File: src/rtl/i2cm_pkg.sv
package i2cm_pkg;

    typedef enum logic [3:0] {
        ST_IDLE,
        ST_PRE,
        ST_START,
        ST_BIT_LO,
        ST_BIT_HI,
        ST_ACK_LO,
        ST_ACK_HI,
        ST_GAP,
        ST_STOP_LO,
        ST_STOP_HI
    } i2cm_state_e;

    typedef struct packed {
        i2cm_state_e st;
        logic [1:0]  byte_idx;
        logic [2:0]  bit_idx;
        logic        wr;
        logic [7:0]  dev;
        logic [7:0]  regi;
        logic [7:0]  wdata;
        logic [7:0]  shreg;
        logic [2:0]  nak;
        logic        done;
    } i2cm_regs_t;

endpackage

File: src/rtl/i2cm_sync2.sv
module i2cm_sync2 #(
    parameter int STAGES  = 2,
    parameter bit RST_VAL = 1'b1
) (
    input  logic clk,
    input  logic rst_n,
    input  logic d_i,
    output logic q_o
);
    logic [STAGES-1:0] chain_d, chain_q;

    always_comb begin
        chain_d = {chain_q[STAGES-2:0], d_i};
    end

    always_ff @(posedge clk or negedge rst_n) begin
        if (!rst_n) chain_q <= {STAGES{RST_VAL}};
        else        chain_q <= chain_d;
    end

    assign q_o = chain_q[STAGES-1];
endmodule

File: src/rtl/i2cm_halftimer.sv
module i2cm_halftimer #(
    parameter int MAX_TICKS = 2000,
    localparam int CW = $clog2(MAX_TICKS + 1)
) (
    input  logic          clk,
    input  logic          rst_n,
    input  logic          load_i,
    input  logic [CW-1:0] val_i,
    output logic          expire_o
);
    logic [CW-1:0] cnt_d, cnt_q;

    always_comb begin
        if (load_i)             cnt_d = val_i - CW'(1);
        else if (cnt_q != '0)   cnt_d = cnt_q - CW'(1);
        else                    cnt_d = '0;
    end

    always_ff @(posedge clk or negedge rst_n) begin
        if (!rst_n) cnt_q <= '0;
        else        cnt_q <= cnt_d;
    end

    assign expire_o = (cnt_q == '0);

    // a loaded interval never exceeds the longest programmed span
    a_r3_cnt_bound: assert property (@(posedge clk) disable iff (!rst_n)
        cnt_q <= CW'(MAX_TICKS - 1));
endmodule

File: src/rtl/i2c_reg_master.sv
module i2c_reg_master #(
    parameter int HALF_TICKS = 1000
) (
    input  logic       clk,
    input  logic       rst_n,
    input  logic       req_i,
    input  logic       req_write_i,
    input  logic [7:0] req_dev_i,
    input  logic [7:0] req_reg_i,
    input  logic [7:0] req_wdata_i,
    output logic       busy_o,
    output logic       done_o,
    output logic [7:0] rd_data_o,
    output logic [2:0] status_o,
    output logic       scl_oe_o,
    output logic       sda_oe_o,
    input  logic       sda_i
);
    import i2cm_pkg::*;

    localparam int IDLE_TICKS = 2 * HALF_TICKS;
    localparam int CW = $clog2(IDLE_TICKS + 1);
    localparam logic [CW-1:0] HALF_V = CW'(HALF_TICKS);
    localparam logic [CW-1:0] IDLE_V = CW'(IDLE_TICKS);

    i2cm_regs_t    d, q;
    logic          tmr_load;
    logic [CW-1:0] tmr_val;
    logic          tmr_exp;
    logic          sda_s;
    logic [7:0]    tx_byte;
    logic [1:0]    ack_slot;

    i2cm_sync2 #(.STAGES(2), .RST_VAL(1'b1)) u_sync (
        .clk(clk), .rst_n(rst_n), .d_i(sda_i), .q_o(sda_s)
    );

    i2cm_halftimer #(.MAX_TICKS(IDLE_TICKS)) u_tmr (
        .clk(clk), .rst_n(rst_n), .load_i(tmr_load), .val_i(tmr_val),
        .expire_o(tmr_exp)
    );

    // byte on the wire for the current slot; the received slot sends all ones
    always_comb begin
        case (q.byte_idx)
            2'd0:    tx_byte = q.dev;
            2'd1:    tx_byte = q.regi;
            2'd2:    tx_byte = q.wr ? q.wdata : (q.dev | 8'h01);
            default: tx_byte = 8'hFF;
        endcase
        if (!q.wr && q.byte_idx == 2'd2) ack_slot = 2'd0;
        else if (q.byte_idx == 2'd3)     ack_slot = 2'd2;
        else                             ack_slot = q.byte_idx;
    end

    always_comb begin
        d        = q;
        d.done   = 1'b0;
        tmr_load = 1'b0;
        tmr_val  = HALF_V;
        case (q.st)
            ST_IDLE: if (req_i) begin
                d.st       = ST_PRE;
                d.wr       = req_write_i;
                d.dev      = req_dev_i;
                d.regi     = req_reg_i;
                d.wdata    = req_wdata_i;
                d.byte_idx = 2'd0;
                d.nak      = 3'b000;
                tmr_load   = 1'b1;
                tmr_val    = IDLE_V;
            end
            ST_PRE: if (tmr_exp) begin
                d.st = ST_START; tmr_load = 1'b1;
            end
            ST_START: if (tmr_exp) begin
                d.st = ST_BIT_LO; d.bit_idx = 3'd7; tmr_load = 1'b1;
            end
            ST_BIT_LO: if (tmr_exp) begin
                d.st = ST_BIT_HI; tmr_load = 1'b1;
            end
            ST_BIT_HI: if (tmr_exp) begin
                d.shreg  = {q.shreg[6:0], sda_s};
                tmr_load = 1'b1;
                if (q.bit_idx == 3'd0) d.st = ST_ACK_LO;
                else begin
                    d.st      = ST_BIT_LO;
                    d.bit_idx = q.bit_idx - 3'd1;
                end
            end
            ST_ACK_LO: if (tmr_exp) begin
                d.st = ST_ACK_HI; tmr_load = 1'b1;
            end
            ST_ACK_HI: if (tmr_exp) begin
                d.nak[ack_slot] = sda_s;
                tmr_load        = 1'b1;
                if ((q.wr && q.byte_idx == 2'd2) || q.byte_idx == 2'd3) begin
                    d.st = ST_STOP_LO;
                end else if (!q.wr && q.byte_idx == 2'd1) begin
                    d.st       = ST_GAP;
                    d.byte_idx = 2'd2;
                    tmr_val    = IDLE_V;
                end else begin
                    d.st       = ST_BIT_LO;
                    d.byte_idx = q.byte_idx + 2'd1;
                    d.bit_idx  = 3'd7;
                end
            end
            ST_GAP: if (tmr_exp) begin
                d.st = ST_PRE; tmr_load = 1'b1; tmr_val = IDLE_V;
            end
            ST_STOP_LO: if (tmr_exp) begin
                d.st = ST_STOP_HI; tmr_load = 1'b1;
            end
            ST_STOP_HI: if (tmr_exp) begin
                d.st   = ST_IDLE;
                d.done = 1'b1;
            end
            default: d.st = ST_IDLE;
        endcase
    end

    always_ff @(posedge clk or negedge rst_n) begin
        if (!rst_n) q <= '{st: ST_IDLE, default: '0};
        else        q <= d;
    end

    always_comb begin
        scl_oe_o = q.st inside {ST_BIT_LO, ST_ACK_LO, ST_GAP, ST_STOP_LO};
        case (q.st)
            ST_START, ST_STOP_LO, ST_STOP_HI: sda_oe_o = 1'b1;
            ST_BIT_LO, ST_BIT_HI:             sda_oe_o = ~tx_byte[q.bit_idx];
            default:                          sda_oe_o = 1'b0;
        endcase
    end

    assign busy_o    = (q.st != ST_IDLE);
    assign done_o    = q.done;
    assign rd_data_o = q.shreg;
    assign status_o  = q.nak;

    // an idle master leaves both lines to the pull-ups
    a_r1_idle_release: assert property (@(posedge clk) disable iff (!rst_n)
        !busy_o |-> (!scl_oe_o && !sda_oe_o));
    // data line holds still for the whole SCL high phase
    a_r3_sda_steady: assert property (@(posedge clk) disable iff (!rst_n)
        ((q.st == ST_BIT_HI || q.st == ST_ACK_HI) && $past(q.st) == q.st)
        |-> $stable(sda_oe_o));
    // acknowledge clock never pulled low by the master
    a_r6_ack_release: assert property (@(posedge clk) disable iff (!rst_n)
        (q.st == ST_ACK_LO || q.st == ST_ACK_HI) |-> !sda_oe_o);
    // completion is a single pulse, coincident with the end of busy
    a_r8_done_single: assert property (@(posedge clk) disable iff (!rst_n)
        done_o |=> !done_o);
    a_r8_done_idle: assert property (@(posedge clk) disable iff (!rst_n)
        done_o |-> !busy_o);
    a_r8_busy_end: assert property (@(posedge clk) disable iff (!rst_n)
        $fell(busy_o) |-> done_o);
    // a request during a transfer leaves the latched request untouched
    a_r9_ignore_busy: assert property (@(posedge clk) disable iff (!rst_n)
        (busy_o && req_i) |=> ($stable(q.dev) && $stable(q.regi) &&
                               $stable(q.wdata) && $stable(q.wr)));

    initial begin
        a_r3_half_min: assert (HALF_TICKS >= 3);
    end
endmodule

File: config.mk
export PLATFORM = sky130hd
export DESIGN_NAME = i2c_reg_master
export DESIGN_NICKNAME = d
export VERILOG_FILES = /design/src/rtl/i2cm_pkg.sv /design/src/rtl/i2cm_sync2.sv /design/src/rtl/i2cm_halftimer.sv /design/src/rtl/i2c_reg_master.sv
export SDC_FILE = /design/constraint.sdc
export NUM_CORES = 1
export LEC_CHECK = 0
export BUFFER_PORTS_ARGS = -buffer_cell sky130_fd_sc_hd__buf_2
export CAP_MARGIN = 20
export CORE_MARGIN = 2
export CORE_UTILIZATION = 30
export DETAILED_ROUTE_END_ITERATION = 7
export SLEW_MARGIN = 10
export SYNTH_ARGS = -nofsm -noshare
export SYNTH_HDL_FRONTEND = slang
export SYNTH_SLANG_ARGS = --single-unit
File: constraint.sdc
create_clock -name clk -period 2.1 [get_ports clk]
set_input_delay 0.21 -clock clk [delete_from_list [all_inputs] [get_ports clk]]
set_output_delay 0.21 -clock clk [all_outputs]
set_load 0.01 [all_outputs]
# Yosys cells after proc, flatten, opt, wreduce, memory -nomap -nowiden
# Cells that the tools add are included.
word_totals:
  regBits: 59
  output_inout_bits: 15
  in_bits: 29
  wordCells: 115
op_classes:
  bitwise_logic: 1
  eq_ne: 25
  muxes: 46
  order_cmp: 3
  addsub: 4
  n_reduce_logical: 24
ops:
  columns: ["cell", "count"]
  rows:
  - ["11-bit two-way mux", 7]
  - ["4-bit one-hot mux with 10 select lines", 1]
  - ["4-bit two-way mux", 9]
  - ["11-bit one-hot mux with 3 select lines", 1]
  - ["2-bit inequality test, second input constant", 13]
  - ["8-bit one-hot mux with 3 select lines", 1]
  - ["11-bit by 1-bit subtractor with 11-bit output, second input constant", 2]
  - ["3-bit two-way mux", 7]
  - ["4-bit by 3-bit equality test with 1-bit output, second input constant", 4]
  - ["11-bit logical NOT", 1]
  - ["11-bit nonzero test", 1]
  - ["5-bit two-way mux", 2]
  - ["10-bit AND reduction", 1]
  - ["9-bit two-way mux", 1]
  - ["3-bit one-hot mux with 3 select lines", 1]
  - ["4-bit by 2-bit equality test with 1-bit output, second input constant", 2]
  - ["4-bit equality test, second input constant", 2]
  - ["8-bit two-way mux", 1]
  - ["4-bit nonzero test", 2]
  - ["8-bit OR reduction", 1]
  - ["7-bit AND reduction", 1]
  - ["6-bit two-way mux", 1]
  - ["3-bit one-hot mux with 2 select lines", 1]
  - ["1-bit two-way mux", 5]
  - ["28 further kinds", 35]

# Logic depth before layout (Yosys ltp)
# Gate-level depths: netlist of the first run.
logic_depth:
  depth_word: 10
  mapped_depth: 10
  mapped_depth_nobuf: 9

# By module
# A second synthesis of the first run with hierarchy kept.
unflattened:
  cells_unflattened: 376
  hier_area_um2: 3433.3
by_module_without_submodules:
  columns: ["mod", "instances", "seq_area_each_um2", "area_per_inst_um2", "cells_each"]
  rows:
  - ["i2c_reg_master", 1, 1151.1, 2566.2, 287]
  - ["i2cm_halftimer", 1, 275.3, 814.5, 87]
  - ["i2cm_sync2", 1, 52.6, 52.6, 2]

# Worst setup path after synthesis of the first run
# No wires, ideal clock.
synth_timing:
  path_kind: "reg2reg"
  from: "register u_tmr.cnt_q[3]"
  to: "register u_tmr.cnt_q[4]"
  required_ns: 2.018
  setup_slack_ns: -0.116
  synth_period_minus_slack_ns: 2.216
  path_stages_with_launch: 8
  n_path_buf: 1
  t_arrival_ns: 2.134
  setup_ns: 0.082
  path_cell_list: "dfrtp_1 > or3_1 > or4_4 > buf_6 > o21ai_0 > inv_1 > ha_1 > o22ai_1"
synth_via:
  elab_chain_len: 5
  elab_cells_between_ends: 11
  classes_between: "add/sub (2); mux (7); reduce/logical (2)"
synth_rtl:
  columns: ["element", "line", "text"]
  rows:
  - ["from (decl)", "i2cm_halftimer.sv:11", "logic [CW-1:0] cnt_d, cnt_q;"]
  - ["from (signal assigned)", "i2cm_halftimer.sv:21", "else cnt_q <= cnt_d;"]
  - ["11-bit logical NOT", "i2cm_halftimer.sv:24", "assign expire_o = (cnt_q == '0);"]
  - ["11-bit two-way mux, on equally long branches", "i2c_reg_master.sv:94, i2c_reg_master.sv:109", null]
  - ["11-bit one-hot mux with 3 select lines", "i2c_reg_master.sv:61", "case (q.st)"]
  - ["11-bit by 1-bit subtractor with 11-bit output", "i2cm_halftimer.sv:14", "if (load_i) cnt_d = val_i - CW'(1);"]
  - ["11-bit two-way mux *", "i2cm_halftimer.sv:14", null]
  - ["via u_tmr.cnt_d[4]", "i2cm_halftimer.sv:11", null]
# Mark *: on every way through the listed nets, which the timed path passes. The rest lies on a longest branch.
# A chain may end at the register's enable or synchronous reset.

# Worst setup path in the final report of the first run
layout_timing:
  from: "register q[40] in the netlist's numbering"
  to: "output port sda_oe_o"
layout_via:
  elab_chain_len: 6
  elab_cells_between_ends: 8
  classes_between: "eq/ne (2); mux (4); bitwise (1); reduce/logical (1)"
layout_rtl:
  columns: ["element", "line", "text"]
  rows:
  - ["from (decl)", "i2c_reg_master.sv:26", "i2cm_regs_t d, q;"]
  - ["from (signal assigned)", "i2c_reg_master.sv:124", "if (!rst_n) q <= '{st: ST_IDLE, default: '0};"]
  - ["from (signal assigned)", "i2c_reg_master.sv:125", "else q <= d;"]
  - ["2-bit equality test, or another cell as far along", "i2c_reg_master.sv:45", "case (q.byte_idx)"]
  - ["8-bit one-hot mux with 3 select lines *", "i2c_reg_master.sv:45", null]
  - ["1-bit binary-select mux with 3-bit select *", "i2c_reg_master.sv:132", "ST_BIT_LO, ST_BIT_HI: sda_oe_o = ~tx_byte[q.bit_idx];"]
  - ["1-bit two-way mux (implied by the code) *", "i2c_reg_master.sv:132", null]
  - ["1-bit NOT *", "i2c_reg_master.sv:132", null]
  - ["1-bit one-hot mux with 2 select lines *", "i2c_reg_master.sv:130", "case (q.st)"]
  - ["to (decl)", "i2c_reg_master.sv:16", "output logic sda_oe_o,"]
# Mark *: on every way between the ends. The rest lies on a longest branch, timed or not. The select of a mux whose other input is x is not followed.

==> results of run 1 <==
cell families after synthesis:
group / after synthesis / synth area share [%]
muxes: 35 / 12.52
adders and majority gates: 10 / 3.986
DFF: 59 / 47.11
buffers and inverters: 37 / 6.018
and+or+nand+nor: 82 / 13.63
xor gates and xnor gates: 7 / 1.953
AOI/OAI and AO/OA: 70 / 14.79
stage by stage:
step	total power, W	std cells	cell area, um2
2_1_floorplan	0.001162	300	3156
3_3_place_gp	0.001215	493	3694
3_5_place_dp	0.001215	493	3694
4_1_cts	0.002311	512	3984
5_1_grt	0.002365	514	4180
6_report	0.002269	514	4180
flip-flops by register name, summed over array words and instances, names as in the netlist:
signal and cells:
status_o 3, done_o 1, u_tmr.cnt_q 11, u_sync.chain_q 2, rd_data_o 8, q 34
power groups by stage:
| stage | Combinational, W | Clock (W) | Sequential [W] |
|---|---|---|---|
| floorplan | 0.000000618 | 0 | 0.00116 |
| global placement | 0.0000531 | 0 | 0.00116 |
| detailed placement | 0.0000530 | 0 | 0.00116 |
| CTS | 0.0000558 | 0.00111 | 0.00114 |
| global route | 0.0000629 | 0.00116 | 0.00114 |
| finish | 0.0000531 | 0.00107 | 0.00114 |
what timing repair did:
item                                    4_1_cts  5_1_grt
endpoints found under the setup margin        7       25
pin swaps                                     4       12
endpoints found under the hold margin        20        0
gates resized for setup                      14       46
buffers inserted                              3        2
hold buffers                                  2        0
layout make-up:
cell class	instances	area [um2]
tap	136	170.2
inverter	11	41.29
timing repair buffer	90	603.1
fill	985	6051
sequential	59	1479
clock buffer	11	131.4
clock inverter	3	65.06
multi-input combinational	204	1690
metal layers:
metal / wire length (um) / part of all wire (%)
met5: 0 / 0
met3: 410 / 5.7
met4: 149 / 2.1
met1: 3316 / 46
met2: 3323 / 46
critical path, stage by stage (launching register included):
cell,delay [ps]
sky130_fd_sc_hd__dfrtp_1,360
sky130_fd_sc_hd__inv_2,50
sky130_fd_sc_hd__ha_2,180
sky130_fd_sc_hd__nor2b_4,120
sky130_fd_sc_hd__or2_4,270
sky130_fd_sc_hd__a221o_1,320
sky130_fd_sc_hd__a31o_2,270
sky130_fd_sc_hd__o32ai_4,130
sky130_fd_sc_hd__buf_2,170
cells in the mapped netlist (6+ instances only):
cell                       count  area (um2)
sky130_fd_sc_hd__dfrtp_1      57        1426
sky130_fd_sc_hd__mux2_2       34       382.9
sky130_fd_sc_hd__o21ai_0      26       130.1
sky130_fd_sc_hd__nand2_1      23       86.33
sky130_fd_sc_hd__nor2_1       18       67.56
sky130_fd_sc_hd__a21oi_1      12       60.06
sky130_fd_sc_hd__clkbuf_1     12       45.04
sky130_fd_sc_hd__buf_4        11       82.58
sky130_fd_sc_hd__inv_1        11       41.29
sky130_fd_sc_hd__ha_1         10       125.1
sky130_fd_sc_hd__a221oi_1      6       52.55
sky130_fd_sc_hd__nor3_1        6       30.03
final timing paths:
kind | end | depth (start not counted)
max in group asynchronous | u_sync.chain_q[0] | 3
min reg2reg | u_sync.chain_q[1] | 0
min | q[20] | 2
min in group asynchronous | rd_data_o[7] | 2
max reg2reg | u_tmr.cnt_q[4] | 6
max | sda_oe_o | 8
==> results_tabular.tex, run 1 <==
\begin{tabular}{lr}
\hline
Metric & Value \\
\hline
\multicolumn{2}{l}{\textbf{Synthesis}} \\
\quad Post-synth net total & 339 \\
\quad Number of register bits inferred by synthesis & 59 \\
\quad Number of distinct standard cells referenced by the synthesized netlist & 54 \\
\quad Synth Instances & 300 \\
\quad Warnings from Yosys & 0 \\
\quad Total standard cell area after synthesis & 3139 um2 \\
\quad Predominant post-synthesis flop cell & sky130\_fd\_sc\_hd\_\_dfrtp\_1 \\
\quad EDFF count, synth & 0 \\
\quad Fraction of the yosys area taken by sequential cells & 47.11\% \\
\quad Async S/R FF share, synth & 100.0\% \\
\quad Average cell area after synthesis & 10.46 um2 \\
\multicolumn{2}{l}{\textbf{Placed design}} \\
\quad Total of buffers placed on input and output ports & 43 \\
\quad Final RePlAce weighted congestion & 0.8471 \\
\quad Post-place setup slack & -99.61 ps \\
\quad Post-DP HPWL & 5.219 mm \\
\multicolumn{2}{l}{\textbf{Pwr}} \\
\quad Switching power & 0.0004516 W \\
\quad Clock network fraction of design power & 47.4\% \\
\quad Portion of total power attributed to combinational logic & 2.3\% \\
\quad Static leakage & 1.921 nW \\
\quad Max IR drop VDD & 0.3081 mV \\
\quad Switching Share & 19.90\% \\
\quad Power density normalized to cell area & 542.8 nW/um2 \\
\quad Internal portion of total power & 0.001817 W \\
\quad Sequential group share of total power & 50.3\% \\
\multicolumn{2}{l}{\textbf{Timing}} \\
\quad Final critical delay including setup and external delays & 2412 ps \\
\quad Fmax & 414.6 MHz \\
\quad Max-slew violation count & 0 \\
\quad Final total negative setup slack & -423.9 ps \\
\quad Setup WS post-layout & -312.1 ps \\
\quad Setup repair after global routing missed its margin & yes \\
\quad Setup-violating endpoint count in the final report & 6 \\
\quad Hold slack final & 102.5 ps \\
\quad Final setup skew & 3.617 ps \\
\quad Number of hold-slack violations in the final timing report & 0 \\
\quad Slew margin rel. & 68.20\% \\
\quad Transition time of the tightest slew-check pin & 477.1 ps \\
\quad Post-route clock period utilization & 114.9\% \\
\multicolumn{2}{l}{\textbf{Cells and area}} \\
\quad Area added between synthesis and finish & 33.16\% \\
\quad Proportion of layout cells with a drive suffix above 1 & 47.62\% \\
\quad Most used cells in the layout excluding fill and tap cells & 57 x sky130\_fd\_sc\_hd\_\_dfrtp\_1, 43 x sky130\_fd\_sc\_hd\_\_buf\_2, 38 x sky130\_fd\_sc\_hd\_\_buf\_4, 34 x sky130\_fd\_sc\_hd\_\_mux2\_2, 23 x sky130\_fd\_sc\_hd\_\_nand2\_1 \\
\quad Core Util, Final & 40.86\% \\
\quad Number of inserted diodes & 0 \\
\quad Commonest non-fill, non-tap cell in the layout & sky130\_fd\_sc\_hd\_\_dfrtp\_1 \\
\quad Number of nets in the layout & 414 \\
\multicolumn{2}{l}{\textbf{Routing}} \\
\quad Drt wl/cell & 14.01 um \\
\quad Routed via count & 2509 \\
\quad Final routed DRC violation total & 0 \\
\quad Count of routing violations after the opening detailed-route iteration & 130 \\
\quad Drt first pass iters & 4 \\
\quad Routed Antenna Nets & 0 \\
\quad Total routed wirelength & 7.200 mm \\
\quad Drt via density & 4.881 \\
\multicolumn{2}{l}{\textbf{Floorplanning}} \\
\quad Chip Height & 106.3 um \\
\quad Core region area & 10230 um2 \\
\quad Number of standard-cell rows in the floorplan & 37 \\
\quad Initial Utilization & 30.68\% \\
\quad Total die area & 11300 um2 \\
\quad Horizontal die dimension & 106.3 um \\
\quad \# IOs & 44 \\
\multicolumn{2}{l}{\textbf{Hold path}} \\
\quad Startpoint of the most critical hold path & req\_reg\_i[0] \\
\quad Hold Crit Class & input pin to flip-flop \\
\multicolumn{2}{l}{\textbf{Global routing}} \\
\quad Global routing usage summed across all routing layers & 13.63\% \\
\quad Global routing met2 resource utilization & 19.83\% \\
\quad Via count of the first global-routing pass & 2449 \\
\quad Residual overflow from global routing & 0 \\
\quad Met1 Resource Use GR & 18.70\% \\
\quad Wire length of the first global-routing pass & 11.99 mm \\
\quad Met3 track demand over resource & 4.169\% \\
\quad Most utilized layer in the global route result & met2 \\
\quad Largest net degree at the start of global routing & 23 \\
\quad Antenna violations before repair & 0 \\
\multicolumn{2}{l}{\textbf{Worst setup path}} \\
\quad Critical Setup Path Class & flip-flop to primary output \\
\quad Crit. Startpoint & q[40] \\
\quad Crit path required time & 1890 ps \\
\quad Worst EP arrival & 2200 ps \\
\quad Worst setup slack for register-to-register paths & -50 ps \\
\quad Crit Path Max Fanout & 4 \\
\quad Startpoint class of the critical path & flip-flop \\
\quad Type of element capturing the critical path & primary output \\
\quad R2r startpoint & u\_tmr.cnt\_q[8] \\
\multicolumn{2}{l}{\textbf{Run status}} \\
\quad Failing checks & setup timing \\
\quad Run status & finished, violations left \\
\multicolumn{2}{l}{\textbf{Clock network}} \\
\quad Clock slew at reported path FFs & 60 ps \\
\quad CTS tree & done \\
\quad Cell at the root of the clock tree & sky130\_fd\_sc\_hd\_\_clkbuf\_8 \\
\quad Clk Latency, worst-skew pair & 330 ps \\
\quad H-tree levels & 3 \\
\quad Total number of clock tree sinks & 59 \\
\quad Number of clock buffers inserted by TritonCTS & 9 \\
\quad Deepest clock path buffer count & 2 \\
\multicolumn{2}{l}{\textbf{Job}} \\
\quad Number of maximum-capacitance violations & 0 \\
\hline
\end{tabular}
(Power assumes the default switching activity.)
==> inputs of run 2 (changes only) <==
- SKIP_CTS_REPAIR_TIMING: not set -> 1
- SYNTH_HIERARCHICAL: not set -> 1
- clock period: 2.1 -> 2.2 ns (I/O delays scaled with it)
==> run 2 against run 1 <==
The flow still finishes with violations (setup timing). Sequential share of layout area shrank 3.3 points. Sequential cell count unchanged. First-iteration DRC count up 50%. Setup slack better by 99 ps. Critical endpoint unchanged. Global-route usage is 0.21 points higher. Largest cell class unchanged. Routed wire length is 16% higher. Largest power group unchanged.
==> results_tabular.tex, run 2 <==
\begin{tabular}{lr}
\hline
Metric & Value \\
\hline
\multicolumn{2}{l}{\textbf{Floorplanning}} \\
\quad Number of standard-cell rows in the floorplan & 39 (was 37) \\
\quad \# IOs & 44 (unchanged) \\
\quad Initial Utilization & 30.46\% (was 30.68\%) \\
\quad Chip Height & 111.0 um (was 106.3 um) \\
\quad Core region area & 11270 um2 (was 10230 um2) \\
\quad Total die area & 12320 um2 (was 11300 um2) \\
\quad Horizontal die dimension & 111.0 um (was 106.3 um) \\
\multicolumn{2}{l}{\textbf{Cells and area}} \\
\quad Layout fillers & 1096 (was 985) \\
\quad Proportion of layout cells with a drive suffix above 1 & 34.04\% (was 47.62\%) \\
\quad Flip-flop count of the largest register, all copies and words added & 34 (unchanged) \\
\quad Number of nets in the layout & 507 (was 414) \\
\quad Most used cells in the layout excluding fill and tap cells & 94 x sky130\_fd\_sc\_hd\_\_nand2\_1, 54 x sky130\_fd\_sc\_hd\_\_dfrtp\_1, 48 x sky130\_fd\_sc\_hd\_\_buf\_4, 43 x sky130\_fd\_sc\_hd\_\_buf\_2, 21 x sky130\_fd\_sc\_hd\_\_conb\_1 (was 57 x sky130\_fd\_sc\_hd\_\_dfrtp\_1, 43 x sky130\_fd\_sc\_hd\_\_buf\_2, 38 x sky130\_fd\_sc\_hd\_\_buf\_4, 34 x sky130\_fd\_sc\_hd\_\_mux2\_2, 23 x sky130\_fd\_sc\_hd\_\_nand2\_1) \\
\quad Commonest non-fill, non-tap cell in the layout & sky130\_fd\_sc\_hd\_\_nand2\_1 (was sky130\_fd\_sc\_hd\_\_dfrtp\_1) \\
\quad Core Util, Final & 40.95\% (was 40.86\%) \\
\quad Number of inserted diodes & 0 (unchanged) \\
\quad Area added between synthesis and finish & 34.44\% (was 33.16\%) \\
\quad Most flops, register & q (unchanged) \\
\multicolumn{2}{l}{\textbf{Pwr}} \\
\quad Max IR drop VDD & 0.5278 mV (was 0.3081 mV) \\
\quad Static leakage & 2.171 nW (was 1.921 nW) \\
\quad Power density normalized to cell area & 1109 nW/um2 (was 542.8 nW/um2) \\
\multicolumn{2}{l}{\textbf{Routing}} \\
\quad Routed Antenna Nets & 0 (unchanged) \\
\quad Count of routing violations after the opening detailed-route iteration & 195 (was 130) \\
\quad Drt first pass iters & 5 (was 4) \\
\quad Total routed wirelength & 8.334 mm (was 7.200 mm) \\
\quad Drt via density & 4.674 (was 4.881) \\
\quad Final routed DRC violation total & 0 (unchanged) \\
\quad Routed via count & 2879 (was 2509) \\
\quad Drt wl/cell & 13.53 um (was 14.01 um) \\
\multicolumn{2}{l}{\textbf{Synthesis}} \\
\quad Predominant post-synthesis flop cell & sky130\_fd\_sc\_hd\_\_dfrtp\_1 (unchanged) \\
\quad Total standard cell area after synthesis & 3433 um2 (was 3139 um2) \\
\quad Fraction of the yosys area taken by sequential cells & 43.08\% (was 47.11\%) \\
\quad EDFF count, synth & 0 (unchanged) \\
\quad Synth Instances & 376 (was 300) \\
\quad Warnings from Yosys & 6 (was 0) \\
\quad Number of distinct standard cells referenced by the synthesized netlist & 62 (was 54) \\
\quad Async S/R FF share, synth & 100.0\% (unchanged) \\
\quad Most frequent cell after synthesis & sky130\_fd\_sc\_hd\_\_nand2\_1 (was sky130\_fd\_sc\_hd\_\_dfrtp\_1) \\
\quad Ranking of synthesized cells by area & sky130\_fd\_sc\_hd\_\_dfrtp\_1 42\%, sky130\_fd\_sc\_hd\_\_nand2\_1 10\%, sky130\_fd\_sc\_hd\_\_ha\_1 3.6\%, sky130\_fd\_sc\_hd\_\_mux2\_2 3.3\%, sky130\_fd\_sc\_hd\_\_buf\_4 2.6\% (was sky130\_fd\_sc\_hd\_\_dfrtp\_1 45\%, sky130\_fd\_sc\_hd\_\_mux2\_2 12\%, sky130\_fd\_sc\_hd\_\_o21ai\_0 4.1\%, sky130\_fd\_sc\_hd\_\_ha\_1 4.0\%, sky130\_fd\_sc\_hd\_\_nand2\_1 2.8\%) \\
\quad Average cell area after synthesis & 9.131 um2 (was 10.46 um2) \\
\quad Most frequent cells after synthesis & 94 x sky130\_fd\_sc\_hd\_\_nand2\_1, 57 x sky130\_fd\_sc\_hd\_\_dfrtp\_1, 17 x sky130\_fd\_sc\_hd\_\_nor2\_1, 14 x sky130\_fd\_sc\_hd\_\_inv\_1, 14 x sky130\_fd\_sc\_hd\_\_o21ai\_0 (was 57 x sky130\_fd\_sc\_hd\_\_dfrtp\_1, 34 x sky130\_fd\_sc\_hd\_\_mux2\_2, 26 x sky130\_fd\_sc\_hd\_\_o21ai\_0, 23 x sky130\_fd\_sc\_hd\_\_nand2\_1, 18 x sky130\_fd\_sc\_hd\_\_nor2\_1) \\
\quad Top cell type's share of synthesized area & 41.55\% (was 45.44\%) \\
\quad Number of register bits inferred by synthesis & 59 (unchanged) \\
\quad Most area-hungry cell type in the Yosys netlist & sky130\_fd\_sc\_hd\_\_dfrtp\_1 (unchanged) \\
\multicolumn{2}{l}{\textbf{Timing}} \\
\quad Setup WS post-layout & -212.7 ps (was -312.1 ps) \\
\quad Max-slew violation count & 0 (unchanged) \\
\quad Final setup skew & 6.688 ps (was 3.617 ps) \\
\quad Final total negative setup slack & -212.7 ps (was -423.9 ps) \\
\quad Setup-violating endpoint count in the final report & 1 (was 6) \\
\quad Transition time of the tightest slew-check pin & 591.6 ps (was 477.1 ps) \\
\quad Hold slack final & 84.48 ps (was 102.5 ps) \\
\quad Fmax & 414.5 MHz \\
\quad Slew margin rel. & 60.56\% (was 68.20\%) \\
\quad Final critical delay including setup and external delays & 2413 ps \\
\quad Setup repair after global routing missed its margin & yes (unchanged) \\
\quad Post-route clock period utilization & 109.7\% \\
\quad Number of hold-slack violations in the final timing report & 0 (unchanged) \\
\multicolumn{2}{l}{\textbf{Worst setup path}} \\
\quad Type of element capturing the critical path & primary output (unchanged) \\
\quad Crit path required time & 1980 ps (was 1890 ps) \\
\quad Crit Path Max Fanout & 5 (was 4) \\
\quad Critical Setup Path Class & flip-flop to primary output (unchanged) \\
\quad Worst EP arrival & 2190 ps (was 2200 ps) \\
\quad Startpoint class of the critical path & flip-flop (unchanged) \\
\multicolumn{2}{l}{\textbf{Clock network}} \\
\quad Cell at the root of the clock tree & sky130\_fd\_sc\_hd\_\_clkbuf\_16 (was sky130\_fd\_sc\_hd\_\_clkbuf\_8) \\
\quad Number of clock buffers inserted by TritonCTS & 9 (unchanged) \\
\quad Clk Latency, worst-skew pair & 320 ps (was 330 ps) \\
\quad Total number of clock tree sinks & 59 (unchanged) \\
\quad H-tree levels & 3 (unchanged) \\
\quad CTS tree & done (unchanged) \\
\quad Clock slew at reported path FFs & 50 ps (was 60 ps) \\
\quad Deepest clock path buffer count & 2 (unchanged) \\
\multicolumn{2}{l}{\textbf{Placed design}} \\
\quad Post-DP HPWL & 6.010 mm (was 5.219 mm) \\
\quad Final RePlAce weighted congestion & 0.8580 (was 0.8471) \\
\quad Total of buffers placed on input and output ports & 43 (unchanged) \\
\multicolumn{2}{l}{\textbf{Global routing}} \\
\quad Global routing usage summed across all routing layers & 13.84\% (was 13.63\%) \\
\quad Wire length of the first global-routing pass & 13.88 mm (was 11.99 mm) \\
\quad Via count of the first global-routing pass & 2902 (was 2449) \\
\quad Residual overflow from global routing & 0 (unchanged) \\
\quad Antenna violations before repair & 0 (unchanged) \\
\quad Largest net degree at the start of global routing & 27 (was 23) \\
\multicolumn{2}{l}{\textbf{Job}} \\
\quad Number of maximum-capacitance violations & 0 (unchanged) \\
\multicolumn{2}{l}{\textbf{Hold path}} \\
\quad Hold Crit Class & input pin to flip-flop (unchanged) \\
\multicolumn{2}{l}{\textbf{Run status}} \\
\quad Failing checks & setup timing (unchanged) \\
\quad Run status & finished, violations left (unchanged) \\
\hline
\end{tabular}
[run 2: worst paths after layout]
check	start	end	slack [ps]	cells after the start
worst max-delay path	q[42]	sda_oe_o	-210	6
worst min-delay path	req_wdata_i[1]	q[13]	80	3
worst max register to register	u_tmr/cnt_q[2]	u_tmr/cnt_q[6]	0	9
worst min register to register	u_sync/chain_q[0]	u_sync/chain_q[1]	360	0
max in group asynchronous	rst_n	q[41]	1060	3
min in group asynchronous	rst_n	done_o	440	2
[run 2: kinds of logic after synthesis]
kind of cell               Yosys count  share of synthesized area, %
and+or+nand+nor                    158                         21.87
AOI/OAI and AO/OA                   73                         15.82
DFF                                 59                         43.08
buffers and inverters               46                         7.471
xor gates and xnor gates            17                         4.337
muxes                               11                         3.571
adders and majority gates           10                         3.644
other                                2                        0.2187
[run 2: power breakdown]
part	internal, W	total, W	switching [W]
clock	0.00113	0.00161	0.000474
sequential	0.00144	0.00178	0.000337
combinational	0.000837	0.00174	0.000899
[run 2: final cells by class]
class                           instances  area [um2]  share of cell area, %
Clock buffer                           11       242.7                  5.259
Clock inverter                          5       100.1                  2.169
Inverter                               14       52.55                  1.139
Multi-Input combinational cell        290        1952                  42.29
Sequential cell                        59        1483                  32.12
Tap cell                              143       178.9                  3.876
Timing Repair Buffer                   94       606.8                  13.15
[run 2: routing by layer]
metal,up-vias,global-route usage (%),wire (um)
li1,1451,-,-
met3,12,2.460,296
met4,0,5.417,128
met5,-,0,0
met1,1370,18.87,3979
met2,46,21.92,3930
[run 2: per-stage QoR]
stage               power, W  instance area (um2)  cells  worst slack [ps]
floorplan           0.002743                 3535    395             2.471
global placement    0.003293                 4035    592           -0.1710
detailed placement  0.003329                 4035    592            -73.73
CTS                 0.004964                 4378    608            -378.5
global route        0.005486                 4616    616            -321.2
finish              0.005118                 4616    616            -212.7
[run 2: worst max-delay path, cell delays in order (launching register included)]
cell,delay [ps]
sky130_fd_sc_hd__dfrtp_2,450
sky130_fd_sc_hd__nor3b_4,240
sky130_fd_sc_hd__a21oi_2,50
sky130_fd_sc_hd__or4b_4,510
sky130_fd_sc_hd__or3_1,380
sky130_fd_sc_hd__o31ai_2,70
sky130_fd_sc_hd__buf_2,160
